[config.mk]
export PLATFORM = sky130hd
export DESIGN_NAME = hpw_window_xlat
export DESIGN_NICKNAME = d
export VERILOG_FILES = /design/src/rtl/hpw_pkg.sv /design/src/rtl/hpw_page_regs.sv /design/src/rtl/hpw_addr_compose.sv /design/src/rtl/hpw_size_decode.sv /design/src/rtl/hpw_window_xlat.sv
export SDC_FILE = /design/constraint.sdc
export NUM_CORES = 1
export LEC_CHECK = 0
export BUFFER_PORTS_ARGS = -buffer_cell sky130_fd_sc_hd__buf_2
export CAP_MARGIN = 15
export CELL_PAD_IN_SITES_DETAIL_PLACEMENT = 1
export CELL_PAD_IN_SITES_GLOBAL_PLACEMENT = 1
export CORE_UTILIZATION = 25
export DETAILED_ROUTE_END_ITERATION = 12
export PLACE_DENSITY = 0.54
export SLEW_MARGIN = 0
export SYNTH_ARGS = -nofsm -noshare
export SYNTH_HDL_FRONTEND = slang
export SYNTH_SLANG_ARGS = --single-unit
[constraint.sdc]
create_clock -name clk -period 2.57 [get_ports clk]
set_clock_uncertainty 0.05 [all_clocks]
set_input_delay 0.257 -clock clk [delete_from_list [all_inputs] [get_ports clk]]
set_output_delay 0.257 -clock clk [all_outputs]
set_load 0.05 [all_outputs]
[src/rtl/hpw_pkg.sv]
// Package hpw_pkg
// Shared defaults and the internal size code for the host window translator.
// Assumes a two-bit byte-enable bus (halfword host port).
package hpw_pkg;

    localparam int unsigned HOST_AW_DEF   = 21;
    localparam int unsigned PAGE_BITS_DEF = 2;
    localparam int unsigned BASE_W_DEF    = 9;
    localparam int unsigned REG_WIN_DEF   = 13;

    typedef enum logic [1:0] {
        SZ_NONE = 2'd0,
        SZ_BYTE = 2'd1,
        SZ_HALF = 2'd2
    } hpw_size_e;

endpackage

[src/rtl/hpw_page_regs.sv]
// Module hpw_page_regs
// Holds one base value and one word-combine bit per page.
// Assumes writes are single-cycle strobes; a write lands on the next edge.
module hpw_page_regs #(
    parameter int unsigned PAGE_BITS = hpw_pkg::PAGE_BITS_DEF,
    parameter int unsigned BASE_W    = hpw_pkg::BASE_W_DEF,
    localparam int unsigned NUM_PAGES = 1 << PAGE_BITS
) (
    input  logic                        clk,
    input  logic                        rst_n,
    input  logic                        wr_en,
    input  logic [PAGE_BITS-1:0]        wr_page,
    input  logic [BASE_W-1:0]           wr_base,
    input  logic                        wr_wc,
    output logic [NUM_PAGES*BASE_W-1:0] base_flat,
    output logic [NUM_PAGES-1:0]        wc_vec
);

    for (genvar g = 0; g < NUM_PAGES; g++) begin : g_page
        logic [BASE_W-1:0] base_q;
        logic              wc_q;

        // Page storage: cleared by reset, loaded when this page is addressed.
        always_ff @(posedge clk) begin
            if (!rst_n) begin
                base_q <= '0;
                wc_q   <= 1'b0;
            end else if (wr_en && (wr_page == PAGE_BITS'(g))) begin
                base_q <= wr_base;
                wc_q   <= wr_wc;
            end
        end

        assign base_flat[g*BASE_W +: BASE_W] = base_q;
        assign wc_vec[g]                     = wc_q;
    end

endmodule

[src/rtl/hpw_addr_compose.sv]
// Module hpw_addr_compose
// Combinational address composition: selects a page base from the top host
// bits, forces a zero base inside the low register window, and concatenates
// the in-page offset. Assumes REG_WIN < HOST_AW - PAGE_BITS.
module hpw_addr_compose #(
    parameter int unsigned HOST_AW   = hpw_pkg::HOST_AW_DEF,
    parameter int unsigned PAGE_BITS = hpw_pkg::PAGE_BITS_DEF,
    parameter int unsigned BASE_W    = hpw_pkg::BASE_W_DEF,
    parameter int unsigned REG_WIN   = hpw_pkg::REG_WIN_DEF,
    localparam int unsigned NUM_PAGES = 1 << PAGE_BITS,
    localparam int unsigned OFFSET_W  = HOST_AW - PAGE_BITS,
    localparam int unsigned INT_AW    = BASE_W + OFFSET_W
) (
    input  logic [HOST_AW-1:0]          host_addr,
    input  logic [NUM_PAGES*BASE_W-1:0] base_flat,
    input  logic [NUM_PAGES-1:0]        wc_vec,
    output logic [INT_AW-1:0]           int_addr,
    output logic                        is_reg,
    output logic                        wc_en
);

    logic [PAGE_BITS-1:0] page_sel;
    logic [BASE_W-1:0]    page_base;
    logic                 page_wc;
    logic                 low_win;

    // Page selection from the top host bits.
    always_comb begin
        page_sel  = host_addr[HOST_AW-1 -: PAGE_BITS];
        page_base = '0;
        page_wc   = 1'b0;
        for (int p = 0; p < NUM_PAGES; p++) begin
            if (page_sel == PAGE_BITS'(p)) begin
                page_base = base_flat[p*BASE_W +: BASE_W];
                page_wc   = wc_vec[p];
            end
        end
    end

    // Low-window detect and final composition with the zero-base bypass.
    always_comb begin
        low_win  = (host_addr[HOST_AW-1:REG_WIN] == '0);
        is_reg   = low_win;
        wc_en    = low_win ? 1'b0 : page_wc;
        int_addr = {(low_win ? {BASE_W{1'b0}} : page_base), host_addr[OFFSET_W-1:0]};
    end

endmodule

[src/rtl/hpw_size_decode.sv]
// Module hpw_size_decode
// Maps the two host byte enables to a size code and a byte lane.
// Assumes enable bit 0 guards lane 0 and bit 1 guards lane 1.
module hpw_size_decode (
    input  logic             [1:0] ben,
    output hpw_pkg::hpw_size_e     size,
    output logic                   lane
);

    // Size and lane decode from the enable pattern.
    always_comb begin
        unique case (ben)
            2'b11:   begin size = hpw_pkg::SZ_HALF; lane = 1'b0; end
            2'b01:   begin size = hpw_pkg::SZ_BYTE; lane = 1'b0; end
            2'b10:   begin size = hpw_pkg::SZ_BYTE; lane = 1'b1; end
            default: begin size = hpw_pkg::SZ_NONE; lane = 1'b0; end
        endcase
    end

endmodule

[src/rtl/hpw_window_xlat.sv]
// Module hpw_window_xlat
// Top of the paged host address window translator. Translation is
// combinational from the request inputs; results are registered on the
// request strobe and held between strobes. Assumes page writes and requests
// are synchronous to clk.
module hpw_window_xlat #(
    parameter int unsigned HOST_AW   = hpw_pkg::HOST_AW_DEF,
    parameter int unsigned PAGE_BITS = hpw_pkg::PAGE_BITS_DEF,
    parameter int unsigned BASE_W    = hpw_pkg::BASE_W_DEF,
    parameter int unsigned REG_WIN   = hpw_pkg::REG_WIN_DEF,
    localparam int unsigned NUM_PAGES = 1 << PAGE_BITS,
    localparam int unsigned OFFSET_W  = HOST_AW - PAGE_BITS,
    localparam int unsigned INT_AW    = BASE_W + OFFSET_W
) (
    input  logic                 clk,
    input  logic                 rst_n,
    input  logic                 cfg_we,
    input  logic [PAGE_BITS-1:0] cfg_page,
    input  logic [BASE_W-1:0]    cfg_base,
    input  logic                 cfg_wc,
    input  logic                 req_valid,
    input  logic [HOST_AW-1:0]   req_addr,
    input  logic [1:0]           req_ben,
    output logic                 out_valid,
    output logic [INT_AW-1:0]    out_addr,
    output logic                 out_is_reg,
    output logic                 out_wc,
    output logic                 out_half,
    output logic                 out_lane,
    output logic                 out_bad
);

    logic [NUM_PAGES*BASE_W-1:0] base_flat;
    logic [NUM_PAGES-1:0]        wc_vec;
    logic [INT_AW-1:0]           xl_addr;
    logic                        xl_is_reg;
    logic                        xl_wc;
    hpw_pkg::hpw_size_e          xl_size;
    logic                        xl_lane;

    hpw_page_regs #(
        .PAGE_BITS (PAGE_BITS),
        .BASE_W    (BASE_W)
    ) regs_i (
        .clk       (clk),
        .rst_n     (rst_n),
        .wr_en     (cfg_we),
        .wr_page   (cfg_page),
        .wr_base   (cfg_base),
        .wr_wc     (cfg_wc),
        .base_flat (base_flat),
        .wc_vec    (wc_vec)
    );

    hpw_addr_compose #(
        .HOST_AW   (HOST_AW),
        .PAGE_BITS (PAGE_BITS),
        .BASE_W    (BASE_W),
        .REG_WIN   (REG_WIN)
    ) comp_i (
        .host_addr (req_addr),
        .base_flat (base_flat),
        .wc_vec    (wc_vec),
        .int_addr  (xl_addr),
        .is_reg    (xl_is_reg),
        .wc_en     (xl_wc)
    );

    hpw_size_decode size_i (
        .ben  (req_ben),
        .size (xl_size),
        .lane (xl_lane)
    );

    // Output strobe: follows the request strobe by one edge.
    always_ff @(posedge clk) begin
        if (!rst_n) out_valid <= 1'b0;
        else        out_valid <= req_valid;
    end

    // Result capture: loaded on a request, held otherwise.
    always_ff @(posedge clk) begin
        if (!rst_n) begin
            out_addr   <= '0;
            out_is_reg <= 1'b0;
            out_wc     <= 1'b0;
            out_half   <= 1'b0;
            out_lane   <= 1'b0;
            out_bad    <= 1'b0;
        end else if (req_valid) begin
            out_addr   <= xl_addr;
            out_is_reg <= xl_is_reg;
            out_wc     <= xl_wc;
            out_half   <= (xl_size == hpw_pkg::SZ_HALF);
            out_lane   <= xl_lane;
            out_bad    <= (xl_size == hpw_pkg::SZ_NONE);
        end
    end

endmodule

* After elaboration in Yosys (flattened, before gate mapping) *
Index checks and enable logic that the tools add are counted.

operators by class
  reduce and logical (&&, ||, !) cells = 9
  eq/ne operators = 10
  multiplexer cells = 12

operator list
  cell                  number
  $mux W9               5
  $eq A2 B2 Y1 const B  7
  $logic_not A8 Y1      1
  $eq A2 B1 Y1 const B  3
  $logic_not A2 Y1      3
  $mux W1               6
  $logic_and A1 B1 Y1   4
  $pmux W2 S2           1
  $reduce_or A2 Y1      1

storage, ports and cells
  input bits = 39
  output and inout port bits = 34
  bits in registers = 74
  word-level logic and storage cells = 46

* Logic depth before layout (Yosys ltp) *
Gate-level depths: netlist of the first run.

  word-level depth = 6
  mapped depth = 5
  depth with buffers taken out = 3

* Hierarchy *
A second synthesis of the first run with hierarchy kept.

second synthesis, totals
  cells, all modules = 308
  area total of the unflattened synthesis = 3340.7 um2

by module, submodules not included
  module            area each (um2)  cells each  times used  seq. area each (um2)
  hpw_page_regs     1500.2           148         1           800.8
  hpw_window_xlat   1315.0           110         1           680.7
  hpw_addr_compose  493.0            46          1           0.0
  hpw_size_decode   32.5             4           1           0.0

* Worst setup path before layout of the first run *
OpenSTA, ideal clock, no wires.

  kind = input-to-reg
  from = input port req_addr[20]
  to = register out_addr[20]
  stages = 3
  arrival time = 1.117 ns
  library setup time = 0.117 ns
  data required time = 2.403 ns
  path slack = 1.286 ns
  buffers on the path = 1
  cell sequence = clkbuf_1 mux4_2 a32o_1

on the way
  longest elaborated chain between the ends = 6

ends and longest elaborated chain
  element                 line                    text
  start: declaration      hpw_window_xlat.sv:22   input logic [HOST_AW-1:0] req_addr,
  $logic_not A2 Y1        hpw_addr_compose.sv:33  if (page_sel == PAGE_BITS'(p)) begin
  $mux W9 (4 in a row)    hpw_addr_compose.sv:33
  $mux W9 *               hpw_addr_compose.sv:45  int_addr = {(low_win ? {BASE_W{1'b0}} : page_base), host_addr[OFFSET_W-1:0]};
  end signal: assignment  hpw_window_xlat.sv:91   out_addr <= xl_addr;
  end: declaration        hpw_window_xlat.sv:25   output logic [INT_AW-1:0] out_addr,

Every way passes the cells marked *; elsewhere a longest branch is shown, timed or not.
A chain may end at the register's enable or synchronous reset.

* Final worst setup path of the first run *
  from = register out_addr[21]
  to = output port out_addr[21]

No word-level cell between the ends.

==> impl_results.md, run 1 <==
* Outcome: finished, violations left
* Failing checks: DRC
* Post-synth EDFFs at 0
* # IOs at 73
* Largest Register: regs_i.g_page.base_q
* Worst Slack Setup Final at around 1.3 ns
* Initial DRT Pass Iterations at 8
* Startpoint Class: register
* Starting Density at 0.260
* Antenna violations before repair at 0
* Crit path kind: reg2out
* Synth Area per Inst at around 11 um2
* Synth Cell Area at between 2000 and 3000 um2
* Setup violators final at 0
* Worst path max stage delay at about 0.38 ns
* Core Region at around 12,000 um2
* Post_cts resized at 0
* Period utilisation layout at 0.512
* Routed Antenna Nets at 0
* CP Depth at 1
* Worst-path cell chain: buf_2
* CTS max path bufs at 2
* Top FF cell, synth: dfxtp_1
* Fin. Hold Viols at 0
* F_max at between 0.7 and 0.8 GHz
* CTS tree: built
* Setup crit end kind: output port
* Placer Congestion at just under 0.7
* Worst slew pin tran at approximately 0.63 ns
* Max Cap Viol at 0
* Power Total at roughly 3000 uW
* Vias per cell at 4.51
* Fin Hold WS at 0.136 ns
* # diodes at 0
* Hold Path Class: in2reg
* Clock-pin slew on the worst setup and hold paths at about 0.060 ns
* Post-DP HPWL at ~5 mm
* Total GRT Usage at 0.126
* Input/output buffers at 72
* Yosys cell types at 23
* Setup_tns at 0 ns
* Synthesis Warnings at 0
* Vias in the first global route at roughly 2,300
* Largest regs: regs_i.g_page.base_q (36), out_addr (28), regs_i.g_page.wc_q (4)
* Fraction of final layout cells sized beyond drive strength 1 at 0.312
* Post-placement setup slack at 0.927 ns
* Worst endpoint required time at approximately 2.3 ns
* Leading area contributor after synthesis: dfxtp_1
* Post-CTS Hold Buffers at 0
* WL/cell at 15.5 um
* Later-pin clock latency in the skew report at approximately 0.33 ns
* Filler cells at 1,298
* RSZ-0062 raised after global routing: no
* Remaining DRCs at 6
* Sequential fraction of the synthesis area at 0.496
* Reg-to-Reg Start: regs_i.g_page[1].base_q[0]$_SDFFE_PN0P_
* First-pass GRT wire length at around 12 mm
* Mapped Cells at 262
* Die X-Extent at about 110 um
* Initial DRC count at roughly 100
* TritonCTS Sinks at 74
* Crit path time final at approximately 1.3 ns
* R2R depth at 2
* FF/Latch Area at ~1500 um2
* P&R area growth vs syn at 28.3%
* Reg-to-reg setup timing slack at between 1 and 1.5 ns
* CTS Root Cell: clkbuf_16
* Slew Limit Fails at 0
* Crit path arrival time at 1.01 ns
* Leakage at 0.00169 uW
* Top cells by count, synth: dfxtp_1, nor2b_1, mux2i_1
* Max reg flops at 36
* Relative slew slack at 0.582
* CP delay by family, top: flip-flops
* Worst Setup EP: out_addr[21]
* Syn_nets at 301
* Synth Register Bits at 74
* Routed WL at around 7.4 mm
* Die H at approximately 110 um
* Pwr dens at around 780 nW/um2
* Ys async rst share at 0
* CTS H-tree depth at 3
* Worst path bufs/invs at 1
* Top-count cell post-synth: dfxtp_1
* Top cell type's share of synthesized area at 0.496
* Nets at 371
* Largest net degree at the start of global routing at 74
* Num rows at 39
* Reg2reg end: out_addr[19]$_SDFFE_PN0P_
* Die ar. at between 10,000 and 15,000 um2
* Worst vdd ir at 0.247 mV
* Gr ovfl total at 0
* Slowest cell on crit path: dfxtp_1
* CP startpoint: out_addr[21]$_SDFFE_PN0P_
* Number of setup buffers added after CTS at 0
* Worst-path maximum fanout at 2
* Multi-input gate area at roughly 1400 um2
* Number of CTS-inserted buffers at 9
* Via count at 2,163
* Synth area leaders: dfxtp_1, mux2i_1, nor2b_1
==> worst min-delay path by stage <==
| stage | start | endpoint | slack, ns | depth (start not counted) |
|---|---|---|---|---|
| global placement | regs_i.g_page[3].base_q[7]$_SDFFE_PN0P_ | regs_i.g_page[3].base_q[7]$_SDFFE_PN0P_ | 0.40 | 2 |
| CTS | req_addr[12] | out_addr[12]$_SDFFE_PN0P_ | 0.13 | 3 |
| detailed placement | regs_i.g_page[3].base_q[4]$_SDFFE_PN0P_ | regs_i.g_page[3].base_q[4]$_SDFFE_PN0P_ | 0.41 | 2 |
| global route | req_addr[7] | out_addr[7]$_SDFFE_PN0P_ | 0.14 | 3 |
| floorplan | rst_n | out_valid$_SDFF_PN0_ | 0.35 | 1 |
| finish | req_addr[1] | out_addr[1]$_SDFFE_PN0P_ | 0.14 | 3 |
==> layout make-up <==
cell class | instances | area share
sequential | 74 | 0.386
multi-input combinational | 169 | 0.371
timing repair buffer | 77 | 0.104
clock buffer | 11 | 0.0659
tap | 143 | 0.0466
clock inverter | 5 | 0.0261
inverter | 1 | 0.000978
==> layout by cell type (no fill, tap or decap), types with 2 or more instances in the layout <==
| master | instances |
|---|---|
| buf_2 | 72 |
| a32o_1 | 10 |
| nand3b_1 | 2 |
| clkinv_2 | 2 |
| nor2b_1 | 50 |
| clkbuf_16 | 9 |
| a21boi_0 | 12 |
| mux4_2 | 9 |
| bufinv_16 | 3 |
| buf_4 | 5 |
| mux2i_1 | 49 |
| clkbuf_8 | 2 |
| nand3_1 | 3 |
| and2_1 | 2 |
| nand2_1 | 23 |
| dfxtp_1 | 74 |
==> stage by stage <==
stage,std cells,utilization,cell area (um2)
3_5_place_dp,464,0.302,3480
6_report,480,0.333,3840
2_1_floorplan,262,-,2990
4_1_cts,480,0.333,3840
3_3_place_gp,464,0.302,3480
5_1_grt,480,0.333,3840
==> per-layer routing <==
metal / up-vias / GRT usage / routed length [um]
met4: 0 / 0.0622 / 157
met5: - / 0 / 0
met2: 29 / 0.210 / 3710
met3: 10 / 0.0256 / 223
li1: 1058 / - / -
met1: 1066 / 0.155 / 3330
==> cell families (layout without fill, tap and decap cells) <==
family                 count (synthesis)  after routing  synth area share
buffers and inverters                 19             94            0.0306
and+or+nand+nor                       85             85             0.161
muxes                                 59             59             0.241
AOI/OAI and AO/OA                     25             25            0.0720
DFF                                   74             74             0.496
==> power by group <==
group,switching (uW),internal (uW)
Combinational,193,115
Sequential,22.2,1190
Clock,468,997
Total,683,2310
Note: power is estimated with default switching activity, not from simulation.
==> run 2: changes to the inputs <==
- clock period: 2.57 -> 1.3 ns (I/O delays scaled with it)
==> impl_results.md, run 2 (same netlist as run 1, synthesis figures left out) <==
* Outcome: finished, violations left
* Failing checks: DRC
* Max reg flops at 36 (unchanged)
* Later-pin clock latency in the skew report at 0.33 ns (about the same)
* RSZ-0062 raised after global routing: no
* Via count at 2,176 (+0.60%)
* Clock-pin slew on the worst setup and hold paths at 0.06 ns (about the same)
* Placed Cells at 473 (+1.9%)
* Period utilisation layout at 0.915
* Core Region at 11,500 um2 (unchanged)
* Most frequent cells in the layout: dfxtp_1, buf_2, nor2b_1
* Setup violators final at 0 (unchanged)
* Crit path time final at between 1 and 1.5 ns
* CTS tree: built
* Hold Path Class: in2reg
* # diodes at 0 (unchanged)
* Largest Register: regs_i.g_page.base_q
* DP Area at 3630 um2 (+4.1%)
* Worst vdd ir at 0.516 mV (+110%)
* # IOs at 73 (unchanged)
* Crit path arrival time at 1.36 ns (+0.35 ns)
* Fin. Hold Viols at 0 (unchanged)
* WL/cell at 15.4 um (-0.13%)
* Setup crit end kind: register
* Post-DP HPWL at 5.01 mm (+0.78%)
* Leakage at 0.00173 uW (+2.6%)
* Starting Density at 0.260 (unchanged)
* Worst endpoint required time at 1.47 ns (-0.79 ns)
* Gr ovfl total at 0 (unchanged)
* F_max at 0.840 GHz
* Routed Antenna Nets at 0 (unchanged)
* Number of setup buffers added after CTS at 0 (unchanged)
* Fin Hold WS at 0.0106 ns (-0.126 ns)
* Input/output buffers at 72 (unchanged)
* Most common cell after layout, fill and taps aside: dfxtp_1
* Number of CTS-inserted buffers at 9 (unchanged)
* Max Cap Viol at 0 (unchanged)
* Die X-Extent at 111 um (unchanged)
* Relative slew slack at 0.620 (+0.0381)
* Largest regs: regs_i.g_page.base_q (36), out_addr (28), regs_i.g_page.wc_q (4)
* Remaining DRCs at 6 (unchanged)
* Vias per cell at 4.42 (-1.9%)
* CTS Root Cell: clkbuf_16
* Layout Cells excl Fill at 492 (+2.5%)
* CTS H-tree depth at 3 (unchanged)
* Util after Layout at 0.341 (+0.00739)
* Placer Congestion at 0.696 (+1.0%)
* Largest net degree at the start of global routing at 74 (unchanged)
* Antenna violations before repair at 0 (unchanged)
* Num rows at 39 (unchanged)
* TritonCTS Sinks at 74 (unchanged)
* Slew Limit Fails at 0 (unchanged)
* P&R area growth vs syn at 31.2%
* CTS max path bufs at 2 (unchanged)
* Total GRT Usage at 0.130 (+0.00412)
* Startpoint Class: register
* Die H at 111 um (unchanged)
* Die ar. at 12,400 um2 (unchanged)
* Design Area, Final at 3920 um2 (+2.2%)
* Crit path kind: reg2reg
* Nets at 383 (+3.2%)
* Initial DRT Pass Iterations at 10 (+2)
* Vias in the first global route at 2,277 (+0.80%)
* Worst-path maximum fanout at 2 (unchanged)
* Pwr dens at 1350 nW/um2 (+73%)
* Worst slew pin tran at 0.566 ns (-0.0605 ns)
* Initial DRC count at 71 (-30%)
* Routed WL at 7.60 mm (+2.4%)
* First-pass GRT wire length at 12.2 mm (+1.9%)
* Fraction of final layout cells sized beyond drive strength 1 at 0.318 (+0.00648)
run 2: layout make-up:
type	instances	area, um2
Tap cell	143	179
Clock inverter	3	15.0
Timing Repair Buffer	89	571
Multi-Input combinational cell	169	1420
Clock buffer	13	250
Inverter	1	3.75
Sequential cell	74	1480
Fill cell	1286	7590
run 2: path summary, 6_finish.rpt:
check / from / slack, ns / depth (start not counted) / end
worst max-delay path: regs_i.g_page[1].base_q[0]$_SDFFE_PN0P_ / 0.11 / 2 / out_addr[19]$_SDFFE_PN0P_
worst min-delay path: req_addr[6] / 0.01 / 3 / out_addr[6]$_SDFFE_PN0P_
worst max register to register: regs_i.g_page[1].base_q[0]$_SDFFE_PN0P_ / 0.11 / 2 / out_addr[19]$_SDFFE_PN0P_
worst min register to register: regs_i.g_page[3].base_q[2]$_SDFFE_PN0P_ / 0.41 / 2 / regs_i.g_page[3].base_q[2]$_SDFFE_PN0P_
run 2: timing repair:
action / in CTS / in global routing
hold buffers: 3 / 0
endpoints found under the hold margin: 3 / 0
gates resized for setup: 0 / 0
run 2: through the flow:
stage                     power, uW  setup WS [ns]  TNS [ns]
after floorplan                2870          0.143         0
after detailed placement       3120        -0.0673    -0.593
final                          5300          0.110         0
after global routing           5560         0.0844         0
after CTS                      5390          0.100         0
after global placement         3110        -0.0413    -0.361
run 2: critical path, cell delays in order, from the launching register on:
cell	delay (ns)
dfxtp_1	0.31
mux4_1	0.50
a32o_1	0.22
run 2: power by group:
group          total [uW]  switching, uW  internal [uW]
Combinational         664            393            271
Clock                2230            897           1340
Sequential           2400           42.3           2360
Total                5300           1330           3960
run 2: per-layer routing:
layer | global-route usage | vias up | share of wire
met5 | 0 | - | 0
met4 | 0.0649 | 0 | 0.020
met3 | 0.0245 | 10 | 0.024
met2 | 0.218 | 28 | 0.49
met1 | 0.160 | 1055 | 0.46
li1 | - | 1083 | -
